--- config.mk ---
export PLATFORM = sky130hd
export DESIGN_NAME = keyed_watchdog
export DESIGN_NICKNAME = d
export VERILOG_FILES = /design/src/rtl/kwd_pkg.sv /design/src/rtl/kwd_ctrl_reg.sv /design/src/rtl/kwd_key_seq.sv /design/src/rtl/kwd_prescale.sv /design/src/rtl/kwd_counter.sv /design/src/rtl/kwd_fault_out.sv /design/src/rtl/keyed_watchdog.sv
export SDC_FILE = /design/constraint.sdc
export NUM_CORES = 1
export LEC_CHECK = 0
export BUFFER_PORTS_ARGS = -buffer_cell sky130_fd_sc_hd__buf_2
export CAP_MARGIN = 20
export CORE_MARGIN = 1.5
export CORE_UTILIZATION = 48
export CTS_CLUSTER_SIZE = 20
export DETAILED_ROUTE_END_ITERATION = 8
export PLACE_DENSITY = 0.77
export SETUP_SLACK_MARGIN = 0.15
export SYNTH_ARGS = -nofsm -noshare
export SYNTH_HDL_FRONTEND = slang
export SYNTH_SLANG_ARGS = --single-unit
--- constraint.sdc ---
create_clock -name clk_i -period 2.3 [get_ports clk_i]
set_clock_uncertainty 0.05 [all_clocks]
set_input_delay 0.23 -clock clk_i [delete_from_list [all_inputs] [get_ports clk_i]]
set_output_delay 0.23 -clock clk_i [all_outputs]
set_load 0.1 [all_outputs]
--- src/rtl/kwd_pkg.sv ---
package kwd_pkg;
   localparam int unsigned WORD_W = 32;
   localparam int unsigned CNT_W  = 16;
   localparam int unsigned BMT_W  = 8;
   localparam int unsigned KEY_W  = 16;

   typedef struct packed {
      logic [CNT_W-1:0] cnt;
      logic [BMT_W-1:0] bmt;
      logic             bme;
      logic [2:0]       rsv;
      logic             frz;
      logic             en;
      logic             sel;
      logic             pre;
   } cfg_t;

   localparam logic [WORD_W-1:0] CFG_RST = 32'hFFFF_FF07;
endpackage

--- src/rtl/kwd_ctrl_reg.sv ---
module kwd_ctrl_reg
   import kwd_pkg::*;
(
   input  logic              clk_i,
   input  logic              rst_ni,
   input  logic              wr_i,
   input  logic [WORD_W-1:0] wdata_i,
   output cfg_t              cfg_o,
   output logic              load_o,
   output logic              locked_o
);
   cfg_t cfg_q;
   cfg_t cfg_in;
   logic locked_q;

   always_comb begin
      cfg_in     = cfg_t'(wdata_i);
      cfg_in.rsv = '0;
   end

   assign load_o = wr_i & ~locked_q;

   always_ff @(posedge clk_i or negedge rst_ni) begin
      if (!rst_ni) begin
         cfg_q    <= cfg_t'(CFG_RST);
         locked_q <= 1'b0;
      end else if (load_o) begin
         cfg_q    <= cfg_in;
         locked_q <= 1'b1;
      end
   end

   assign cfg_o    = cfg_q;
   assign locked_o = locked_q;
endmodule

--- src/rtl/kwd_key_seq.sv ---
module kwd_key_seq #(
   parameter int unsigned       KW    = 16,
   parameter logic [KW-1:0]     KEY_A = 16'h556C,
   parameter logic [KW-1:0]     KEY_B = 16'hAA39
) (
   input  logic          clk_i,
   input  logic          rst_ni,
   input  logic          wr_i,
   input  logic [KW-1:0] data_i,
   output logic          ok_o
);
   logic armed_q;

   assign ok_o = wr_i & armed_q & (data_i == KEY_B);

   always_ff @(posedge clk_i or negedge rst_ni) begin
      if (!rst_ni) begin
         armed_q <= 1'b0;
      end else if (wr_i) begin
         armed_q <= (data_i == KEY_A);
      end
   end
endmodule

--- src/rtl/kwd_prescale.sv ---
module kwd_prescale #(
   parameter int unsigned DIV = 2048
) (
   input  logic clk_i,
   input  logic rst_ni,
   input  logic clr_i,
   input  logic bypass_i,
   output logic tick_o
);
   localparam int unsigned PW      = (DIV > 1) ? $clog2(DIV) : 1;
   localparam bit          IS_POW2 = ((1 << PW) == DIV);

   logic tick_raw;

   if (IS_POW2) begin : g_pow2
      logic [PW-1:0] pre_q;
      always_ff @(posedge clk_i or negedge rst_ni) begin
         if (!rst_ni)    pre_q <= '0;
         else if (clr_i) pre_q <= '0;
         else            pre_q <= pre_q + 1'b1;
      end
      assign tick_raw = &pre_q;
   end else begin : g_cmp
      logic [PW-1:0] pre_q;
      logic          wrap;
      assign wrap = (pre_q == PW'(DIV - 1));
      always_ff @(posedge clk_i or negedge rst_ni) begin
         if (!rst_ni)            pre_q <= '0;
         else if (clr_i || wrap) pre_q <= '0;
         else                    pre_q <= pre_q + 1'b1;
      end
      assign tick_raw = wrap;
   end

   assign tick_o = bypass_i | tick_raw;
endmodule

--- src/rtl/kwd_counter.sv ---
module kwd_counter #(
   parameter int unsigned W = 16
) (
   input  logic         clk_i,
   input  logic         rst_ni,
   input  logic         load_i,
   input  logic [W-1:0] load_val_i,
   input  logic         adv_i,
   output logic [W-1:0] cnt_o,
   output logic         tmo_o
);
   logic [W-1:0] cnt_q;

   assign tmo_o = adv_i & ~load_i & (cnt_q == '0);

   always_ff @(posedge clk_i or negedge rst_ni) begin
      if (!rst_ni)              cnt_q <= '1;
      else if (load_i || tmo_o) cnt_q <= load_val_i;
      else if (adv_i)           cnt_q <= cnt_q - 1'b1;
   end

   assign cnt_o = cnt_q;
endmodule

--- src/rtl/kwd_fault_out.sv ---
module kwd_fault_out #(
   parameter int unsigned HOLD = 16
) (
   input  logic clk_i,
   input  logic rst_ni,
   input  logic tmo_i,
   input  logic sel_i,
   output logic nmi_o,
   output logic rst_o
);
   localparam int unsigned HW = $clog2(HOLD + 1);

   logic [HW-1:0] hold_q;
   logic          nmi_q;

   always_ff @(posedge clk_i or negedge rst_ni) begin
      if (!rst_ni) begin
         hold_q <= '0;
         nmi_q  <= 1'b0;
      end else begin
         nmi_q <= tmo_i & ~sel_i;
         if (tmo_i && sel_i)    hold_q <= HW'(HOLD);
         else if (hold_q != '0) hold_q <= hold_q - 1'b1;
      end
   end

   assign nmi_o = nmi_q;
   assign rst_o = (hold_q != '0);
endmodule

--- src/rtl/keyed_watchdog.sv ---
module keyed_watchdog
   import kwd_pkg::*;
#(
   parameter int unsigned     PRE_DIV  = 2048,
   parameter int unsigned     RST_HOLD = 16,
   parameter logic [KEY_W-1:0] KEY_A   = 16'h556C,
   parameter logic [KEY_W-1:0] KEY_B   = 16'hAA39
) (
   input  logic              clk_i,
   input  logic              rst_ni,
   input  logic              freeze_i,
   input  logic              ctrl_wr_i,
   input  logic              svc_wr_i,
   input  logic [WORD_W-1:0] wdata_i,
   output logic [WORD_W-1:0] ctrl_rdata_o,
   output logic [KEY_W-1:0]  svc_rdata_o,
   output logic              nmi_req_o,
   output logic              sysrst_req_o
);
   if (PRE_DIV < 2) begin : g_bad_div
      $error("PRE_DIV must be at least 2");
   end
   if (RST_HOLD < 1) begin : g_bad_hold
      $error("RST_HOLD must be at least 1");
   end
   if (KEY_A == KEY_B) begin : g_bad_keys
      $error("service keys must differ");
   end

   cfg_t             cfg_w;
   logic             cfg_load_w;
   logic             locked_w;
   logic             svc_ok_w;
   logic             reload_w;
   logic             tick_w;
   logic             adv_w;
   logic             tmo_w;
   logic [CNT_W-1:0] cnt_w;
   logic [CNT_W-1:0] load_val_w;

   kwd_ctrl_reg u_ctrl (
      .clk_i    (clk_i),
      .rst_ni   (rst_ni),
      .wr_i     (ctrl_wr_i),
      .wdata_i  (wdata_i),
      .cfg_o    (cfg_w),
      .load_o   (cfg_load_w),
      .locked_o (locked_w)
   );

   kwd_key_seq #(.KW(KEY_W), .KEY_A(KEY_A), .KEY_B(KEY_B)) u_keys (
      .clk_i  (clk_i),
      .rst_ni (rst_ni),
      .wr_i   (svc_wr_i),
      .data_i (wdata_i[KEY_W-1:0]),
      .ok_o   (svc_ok_w)
   );

   assign reload_w   = svc_ok_w | cfg_load_w;
   assign load_val_w = cfg_load_w ? wdata_i[WORD_W-1 -: CNT_W] : cfg_w.cnt;

   kwd_prescale #(.DIV(PRE_DIV)) u_pre (
      .clk_i    (clk_i),
      .rst_ni   (rst_ni),
      .clr_i    (reload_w),
      .bypass_i (~cfg_w.pre),
      .tick_o   (tick_w)
   );

   assign adv_w = tick_w & cfg_w.en & ~(cfg_w.frz & freeze_i);

   kwd_counter #(.W(CNT_W)) u_cnt (
      .clk_i      (clk_i),
      .rst_ni     (rst_ni),
      .load_i     (reload_w),
      .load_val_i (load_val_w),
      .adv_i      (adv_w),
      .cnt_o      (cnt_w),
      .tmo_o      (tmo_w)
   );

   kwd_fault_out #(.HOLD(RST_HOLD)) u_fault (
      .clk_i  (clk_i),
      .rst_ni (rst_ni),
      .tmo_i  (tmo_w),
      .sel_i  (cfg_w.sel),
      .nmi_o  (nmi_req_o),
      .rst_o  (sysrst_req_o)
   );

   always_comb begin
      ctrl_rdata_o                     = WORD_W'(cfg_w);
      ctrl_rdata_o[WORD_W-1 -: CNT_W]  = cnt_w;
   end

   assign svc_rdata_o = '0;
endmodule

---- Word-level counts from Yosys, hierarchy flattened ----
Index checks and enable logic that the tools add are counted.
operators by class
  reduce and logical (&&, ||, !) cells .... 7
  muxes and demuxes ....................... 6
  bitwise gates (word level) .............. 16
  add/sub/neg operators ................... 3
  equality and inequality tests ........... 2
operators with widths
  kind                                                                     count
  16-bit two-way mux                                                       3
  16-bit by 15-bit equality test with 1-bit output, second input constant  1
  16-bit equality test, second input constant                              1
  16-bit logical NOT                                                       1
  16-bit by 1-bit subtractor with 16-bit output, second input constant     1
  11-bit by 1-bit adder with 11-bit output, second input constant          1
  11-bit two-way mux                                                       1
  11-bit AND reduction                                                     1
  5-bit two-way mux                                                        2
  1-bit AND                                                                9
  1-bit inverter                                                           5
  5-bit nonzero test                                                       1
  5-bit by 1-bit subtractor with 5-bit output, second input constant       1
  2-bit nonzero test                                                       2
  1-bit bitwise OR                                                         2
  1-bit logical AND                                                        1
  1-bit logical OR                                                         1
storage, ports and cells
  output and inout bits ................... 50
  word-level logic and storage cells ...... 47
  flip-flop bits (word level) ............. 64

---- Depth between registers and ports, before layout ----
Gate-level depths: netlist of run 1.
  depth after elaboration ................. 8
  mapped depth ............................ 8
  gate-level depth less buffers ........... 7

---- Cells and area by module ----
Synthesis of run 1 repeated with hierarchy kept, for this count alone.
second synthesis, totals
  cell total of the unflattened synthesis .. 296
  area, all modules ....................... 3,457.1 um^2
by module, submodules not included
  module          instances  area an instance (um^2)  cells each
  kwd_ctrl_reg    1          1,194.9                  68
  kwd_counter     1          922.1                    97
  kwd_prescale    1          533.0                    51
  keyed_watchdog  1          387.9                    39
  kwd_fault_out   1          295.3                    27
  kwd_key_seq     1          123.9                    14

---- Least setup slack after synthesis of run 1 ----
Ideal clock, no wire load.
  path type ............................... register -> register
  start point ............................. register u_cnt.cnt_q[0] (netlist: u_cnt.cnt_o[0])
  end point ............................... register u_cnt.cnt_q[7] (netlist: u_cnt.cnt_o[7])
  buffers on the path ..................... 1
  arrival time ............................ 2.390 ns
  setup slack ............................. -0.215 ns
  stages on the path, launching flop included .. 9
  clock period less this slack ............ 2.515 ns
  data required time ...................... 2.175 ns
  path through ............................ dfstp_2 -> inv_1 -> ha_1 -> or4b_1 -> nor4_4 -> buf_2 -> o211ai_1 -> xor2_1 -> a2bb2oi_1
between the ends
  word-level cells in the longest chain between the ends .. 4
ends and longest elaborated chain
  what                                                                                   line               RTL
  start: declaration                                                                     kwd_counter.sv:12  logic [W-1:0] cnt_q;
  start signal: assignment                                                               kwd_counter.sv:18  else if (load_i || tmo_o) cnt_q <= load_val_i;
  start signal: assignment                                                               kwd_counter.sv:19  else if (adv_i) cnt_q <= cnt_q - 1'b1;
  branches (longest 4 deep; another with 16-bit by 1-bit subtractor with 16-bit output)  --
Several ways; the timed one is not identified. The select of a mux whose other input is x is not followed.
A chain may end at the register's enable or synchronous reset.

---- Final worst setup path of run 1 ----
  start point ............................. register u_cnt.cnt_q[9] (netlist: u_cnt.cnt_o[9])
  end point ............................... register u_cnt.cnt_q[13] (netlist: u_cnt.cnt_o[13])
Same word-level chain as after synthesis.

==> impl_metrics.env, run 1 <==
export IMPL_syn_avg_cell_area_um2=11.2
export IMPL_area_growth_pct=25.4
export IMPL_rsz0062_at_grt="true"
export IMPL_wl_per_cell_um=15.9
export IMPL_io_pins=87
export IMPL_core_area_um2=6870
export IMPL_fin_crit_ps=2270
export IMPL_die_h_um=87.6
export IMPL_firstDrtPassIters=4
export IMPL_grt_usage=0.219
export IMPL_h_tree_depth=3
export IMPL_drtAntennaViolNets=0
export IMPL_yosys_area_share_simple=0.160
export IMPL_ctsRootBufferMaster="clkbuf_8"
export IMPL_setup_viol=0
export IMPL_cts_sinks=64
export IMPL_die_x_um=87.6
export IMPL_seq_area_frac_synth=0.482
export IMPL_start_kind="register"
export IMPL_drt_wl_total_mm=7.94
export IMPL_crit_type="register to register"
export IMPL_synth_edf_count=0
export IMPL_syn_area_um2=3440
export IMPL_gp_congestion=0.938
export IMPL_antenna_found_initial=0
export IMPL_crit_slowest_cell="or4_4"
export IMPL_required_ps=2510
export IMPL_synth_seq_cells=64
export IMPL_worst_hold_slack_ps=53.6
export IMPL_synth_mux_area_fraction=0.107
export IMPL_insertion_delay_ps=340
export IMPL_synth_adder_area_share=0.0182
export IMPL_dr_total_vias=2634
export IMPL_via_per_inst=5.28
export IMPL_fin_tns_setup_ps=0
export IMPL_grt_max_degree=30
export IMPL_fin_util=0.627
export IMPL_status="finished, final reports clean"
export IMPL_drt_iter0_markers=179
export IMPL_grt_pass1_vias=2625
export IMPL_fmax_ghz=0.440
export IMPL_timing_final_crit_share=0.988
export IMPL_layout_commonest_cell="buf_2"
export IMPL_drcViolationCount=0
export IMPL_synth_top_family_by_area="simple AND/OR/NAND/NOR gates"
export IMPL_num_rows=30
export IMPL_dp_hpwl_mm=5.54
export IMPL_insertedDiodeCount=0
export IMPL_path_clk_slew_ps=70
export IMPL_crit_chain="or4_4, buf_4, nor3_1, a21oi_2, o211a_1, a211o_1"
export IMPL_cts_buffers=9
export IMPL_netlist_instances=307
export IMPL_worst_pin_slew_ps=531
export IMPL_finalPower_mw=5.42
export IMPL_critPathBufInv=1
export IMPL_path_delay_family="simple AND/OR/NAND/NOR gates"
export IMPL_grt_ovfl_total=0
export IMPL_power_density_nw_per_um2=1260
export IMPL_max_slew_margin=0.644
export IMPL_max_stage_delay_ps=570
export IMPL_peakVddDrop_mv=0.949
export IMPL_finalHoldViolations=0
export IMPL_layout_common_cells="buf_2, dfstp_2, buf_4, mux2_2, nor2_1"
export IMPL_synth_main_ff_cell="dfstp_2"
export IMPL_yosys_warnings=0
export IMPL_synth_compound_gate_area_share=0.0991
export IMPL_cts_tree="done"
export IMPL_grt_pass1_wl_mm=12.8
export IMPL_cts_buffer_depth=2
export IMPL_hold_path_class="input port to register"
export IMPL_end_kind="register"
export IMPL_slew_violations=0
export IMPL_ys_async_sr_fraction=1.00
export IMPL_drive_gt1_frac=0.556
export IMPL_p_leak_nw=1.91
export IMPL_ys_types=52
export IMPL_dieArea_um2=7670
export IMPL_start_util=0.500
export IMPL_cp_max_fo=5
export IMPL_io_buffer_count=67
export IMPL_nNetsFinal=440
export IMPL_synth_xor_area_frac=0.0382
export IMPL_arrival_ps=2480
export IMPL_max_cap_violations=0
-- worst reg2reg max path: stages (launching register included) --
cell	delay [ps]
dfstp_4	470
or4_4	570
buf_4	180
nor3_1	370
a21oi_2	100
o211a_1	230
a211o_1	220
-- what timing repair did --
action,CTS,global route
endpoints found under the setup margin,20,23
gates resized for setup,9,13
endpoints found under the hold margin,1,0
buffers inserted,13,2
hold buffers,1,0
pin swaps,7,7
-- where the power goes --
group,total [mW],switching (mW),internal (mW)
Combinational,2.61,1.90,0.710
Clock,0.924,0.416,0.508
Sequential,1.89,0.306,1.58
Total,5.42,2.63,2.80
-- layout make-up --
cell class              count  area [um^2]
multi-input cells         209         1620
clock inverters             2         12.5
fillers                   548         2560
repair buffers            106          674
clock buffers              14          183
inverters                   8         32.5
flip-flops and latches     64         1670
well taps                  96          120
-- Yosys cell counts, drive strengths merged, types with 3 or more instances --
cell type / instances / area share
clkbuf: 8 / 0.0087
or3: 3 / 0.0055
o2bb2ai: 6 / 0.015
nor2: 26 / 0.028
o22ai: 4 / 0.0073
or2: 3 / 0.0055
mux2: 30 / 0.098
or4: 3 / 0.0098
a21oi: 5 / 0.0073
dfrtp: 21 / 0.15
xor2: 7 / 0.018
nor3: 15 / 0.022
nor4b: 3 / 0.0076
inv: 8 / 0.0087
nor4: 6 / 0.015
buf: 36 / 0.077
o211a: 4 / 0.012
xnor2: 8 / 0.020
a22o: 3 / 0.0076
a211o: 4 / 0.010
nand2: 9 / 0.0098
ha: 5 / 0.018
a2bb2oi: 4 / 0.010
nand3: 8 / 0.012
o211ai: 4 / 0.0087
mux2i: 3 / 0.0087
dfstp: 43 / 0.33
-- sequential cells by signal, indices dropped and copies added, names as in the netlist --
signal              count
u_pre.g_pow2.pre_q     11
u_cnt.cnt_o            16
u_fault.hold_q          5
u_ctrl.cfg_o           29
u_fault.nmi_o           1
u_keys.armed_q          1
u_ctrl.locked_o         1
-- kinds of logic after synthesis --
logic type | after synthesis
AND/OR/NAND/NOR | 95
flip-flops | 64
buffers and inverters | 52
AO/OA/AOI/OAI | 42
multiplexers | 33
XOR/XNOR | 15
adder cells (fa/ha/maj) | 5
other | 1
-- per-stage QoR --
| stage | area, um^2 | setup WS, ps | instances |
|---|---|---|---|
| 5_1_grt | 4310 | -49.7 | 499 |
| 4_1_cts | 4230 | -22.5 | 497 |
| 2_1_floorplan | 3540 | -106 | 325 |
| 3_3_place_gp | 3880 | -32.8 | 467 |
| 6_report | 4310 | 27.4 | 499 |
| 3_5_place_dp | 3880 | -53.0 | 467 |
-- final timing paths --
| check | slack [ps] | end | depth (start not counted) | from |
|---|---|---|---|---|
| max in group asynchronous | 1240 | u_ctrl.cfg_o[29]$_DFFE_PN1P_ | 3 | rst_ni |
| worst min-delay path | 50 | u_ctrl.locked_o$_DFFE_PN0P_ | 2 | ctrl_wr_i |
| worst max-delay path | 30 | u_cnt.cnt_o[13]$_DFFE_PN1P_ | 6 | u_cnt.cnt_o[9]$_DFFE_PN1P_ |
| min in group asynchronous | 300 | u_ctrl.cfg_o[7]$_DFFE_PN0P_ | 2 | rst_ni |
| worst min register to register | 440 | u_ctrl.locked_o$_DFFE_PN0P_ | 1 | u_ctrl.locked_o$_DFFE_PN0P_ |
| worst max register to register | 30 | u_cnt.cnt_o[13]$_DFFE_PN1P_ | 6 | u_cnt.cnt_o[9]$_DFFE_PN1P_ |
-- per-layer routing --
layer | GRT usage | part of all wire | up-vias
met4 | 0.0895 | 0.018 | 0
met1 | 0.287 | 0.44 | 1291
met5 | 0 | 0 | -
met3 | 0.0547 | 0.053 | 13
met2 | 0.348 | 0.49 | 91
li1 | - | - | 1239
No activity file was read; power rests on OpenSTA's default activity.
==> run 2, diff against run 1 <==
CORE_UTILIZATION = 43   (was 48)
PLACE_DENSITY = 0.7   (was 0.77)
SLEW_MARGIN = 20   (was unset)
==> impl_metrics.env, run 2 (synthesized netlist as in run 1, its figures left out) <==
export IMPL_dp_hpwl_mm=5.55
export IMPL_drcViolationCount=0
export IMPL_hold_path_class="input port to register"
export IMPL_layout_common_cells="buf_2, dfstp_2, mux2_2, buf_4, nor2_1"
export IMPL_p_switching_mw=2.69
export IMPL_pwr_share_clk=0.194
export IMPL_firstDrtPassIters=4
export IMPL_cp_max_fo=7
export IMPL_crit_slowest_cell="or4b_4"
export IMPL_drt_wl_total_mm=7.94
export IMPL_swShare=0.476
export IMPL_reg2reg_slack_ps=40
export IMPL_rsz0062_at_grt="true"
export IMPL_p_seq_frac=0.334
export IMPL_required_ps=2520
export IMPL_drive_gt1_frac=0.553
export IMPL_core_area_um2=7730
export IMPL_antenna_found_initial=0
export IMPL_setup_slack_ps=37.3
export IMPL_insertion_delay_ps=350
export IMPL_insertedDiodeCount=0
export IMPL_setup_viol=0
export IMPL_combPwrFrac=0.471
export IMPL_dp_slack_ps=62.0
export IMPL_nNetsFinal=437
export IMPL_cts_buffer_depth=2
export IMPL_finalHoldViolations=0
export IMPL_path_delay_family="simple AND/OR/NAND/NOR gates"
export IMPL_r2r_start="u_cnt.cnt_o[0]$_DFFE_PN1P_"
export IMPL_path_clk_slew_ps=80
export IMPL_cts_buffers=9
export IMPL_max_stage_delay_ps=480
export IMPL_via_per_inst=5.19
export IMPL_holdPathEnd="u_ctrl.locked_o$_DFFE_PN0P_"
export IMPL_instances_no_fill=502
export IMPL_num_rows=32
export IMPL_hold_start="ctrl_wr_i"
export IMPL_io_buffer_count=67
export IMPL_p_leak_nw=1.93
export IMPL_place_area_um2=3930
export IMPL_drt_iter0_markers=140
export IMPL_arrival_ps=2490
export IMPL_largest_reg_flops=29
export IMPL_fmax_ghz=0.442
export IMPL_drtAntennaViolNets=0
export IMPL_dieArea_um2=8540
export IMPL_status="finished, final reports clean"
export IMPL_grt_ovfl_total=0
export IMPL_wl_per_cell_um=15.8
export IMPL_layout_commonest_cell="buf_2"
export IMPL_finalInstanceArea_um2=4370
export IMPL_cts_sinks=64
export IMPL_worst_hold_slack_ps=24.1
export IMPL_rr_endpoint="u_cnt.cnt_o[8]$_DFFE_PN1P_"
export IMPL_grt_max_degree=65
export IMPL_grt_usage=0.190
export IMPL_reg2reg_depth=9
export IMPL_start_kind="register"
export IMPL_timing_final_crit_share=0.984
export IMPL_end_kind="register"
export IMPL_cts_tree="done"
export IMPL_die_x_um=92.4
export IMPL_h_tree_depth=3
export IMPL_gp_congestion=0.888
export IMPL_grt_pass1_wl_mm=12.5
export IMPL_ctsRootBufferMaster="clkbuf_8"
export IMPL_crit_chain="inv_4, ha_4, or4b_4, nor4_4, buf_6, nand3b_1, buf_4, nor4_2, a211o_1"
export IMPL_dpl_cell_count=477
export IMPL_peakVddDrop_mv=0.575
export IMPL_critPathBufInv=3
export IMPL_p_int_mw=2.96
export IMPL_slew_violations=0
export IMPL_start_util=0.445
export IMPL_dr_total_vias=2603
export IMPL_fin_crit_ps=2260
export IMPL_max_cap_violations=0
export IMPL_crit_type="register to register"
export IMPL_grt_pass1_vias=2593
export IMPL_die_h_um=92.4
export IMPL_whs_path_depth=2
export IMPL_io_pins=87
export IMPL_area_growth_pct=27.1
export IMPL_power_density_nw_per_um2=1300
[run 2: changes by cell type in the layout (fill, tap and decap cells not counted), sizes merged]
cell / previous run / this run
bufinv: 0 / 2
clkbuf: 14 / 11
clkinvlp: 1 / 0
inv: 8 / 9
buf: 105 / 101
clkinv: 1 / 3
[run 2: repair_timing]
item / in CTS / in global routing
gates cloned: 0 / 1
hold endpoints to repair: 21 / 0
setup buffers: 3 / 4
resized for setup: 0 / 23
hold buffers: 1 / 0
endpoints found under the setup margin: 20 / 23
pin swaps: 3 / 6
[run 2: area by class of cell]
cell class              instances  area [um^2]
fillers                       685         3360
clock inverters                 6         91.3
flip-flops and latches         64         1670
multi-input cells             209         1650
repair buffers                103          662
clock buffers                  10          138
inverters                       8         35.0
well taps                     102          128
[run 2: per-layer routing]
metal | track usage | vias to the layer above | share of wire
li1 | - | 1239 | -
met1 | 0.241 | 1283 | 0.44
met2 | 0.306 | 66 | 0.50
met3 | 0.0402 | 15 | 0.036
met4 | 0.0910 | 0 | 0.023
met5 | 0 | - | 0
[run 2: metrics by stage]
step	setup TNS, ps	power (mW)	util
2_1_floorplan	-455	3.97	-
3_3_place_gp	0	4.35	0.509
3_5_place_dp	0	4.40	0.509
4_1_cts	0	5.52	0.543
5_1_grt	-55.1	5.93	0.565
6_report	0	5.66	0.565
[run 2: worst max path at each step]
| stage | endpoint | startpoint | cells past startpoint | slack, ps |
|---|---|---|---|---|
| final | u_cnt.cnt_o[8]$_DFFE_PN1P_ | u_cnt.cnt_o[0]$_DFFE_PN1P_ | 9 | 40 |
| after floorplan | u_cnt.cnt_o[15]$_DFFE_PN1P_ | u_cnt.cnt_o[9]$_DFFE_PN1P_ | 6 | -110 |
| after global routing | u_cnt.cnt_o[9]$_DFFE_PN1P_ | u_cnt.cnt_o[0]$_DFFE_PN1P_ | 9 | -20 |
| after detailed placement | u_cnt.cnt_o[15]$_DFFE_PN1P_ | u_cnt.cnt_o[9]$_DFFE_PN1P_ | 5 | 60 |
| after CTS | u_cnt.cnt_o[13]$_DFFE_PN1P_ | u_cnt.cnt_o[0]$_DFFE_PN1P_ | 9 | 60 |
| after global placement | u_cnt.cnt_o[13]$_DFFE_PN1P_ | u_cnt.cnt_o[0]$_DFFE_PN1P_ | 9 | 80 |
[run 2: power groups by stage]
stage | sequential, mW | combinational, mW | clock (mW)
6_report | 1.89 | 2.67 | 1.10
5_1_grt | 1.94 | 2.83 | 1.17
4_1_cts | 1.87 | 2.54 | 1.12
3_5_place_dp | 1.88 | 2.52 | 0
3_3_place_gp | 1.87 | 2.48 | 0
2_1_floorplan | 2.74 | 1.23 | 0
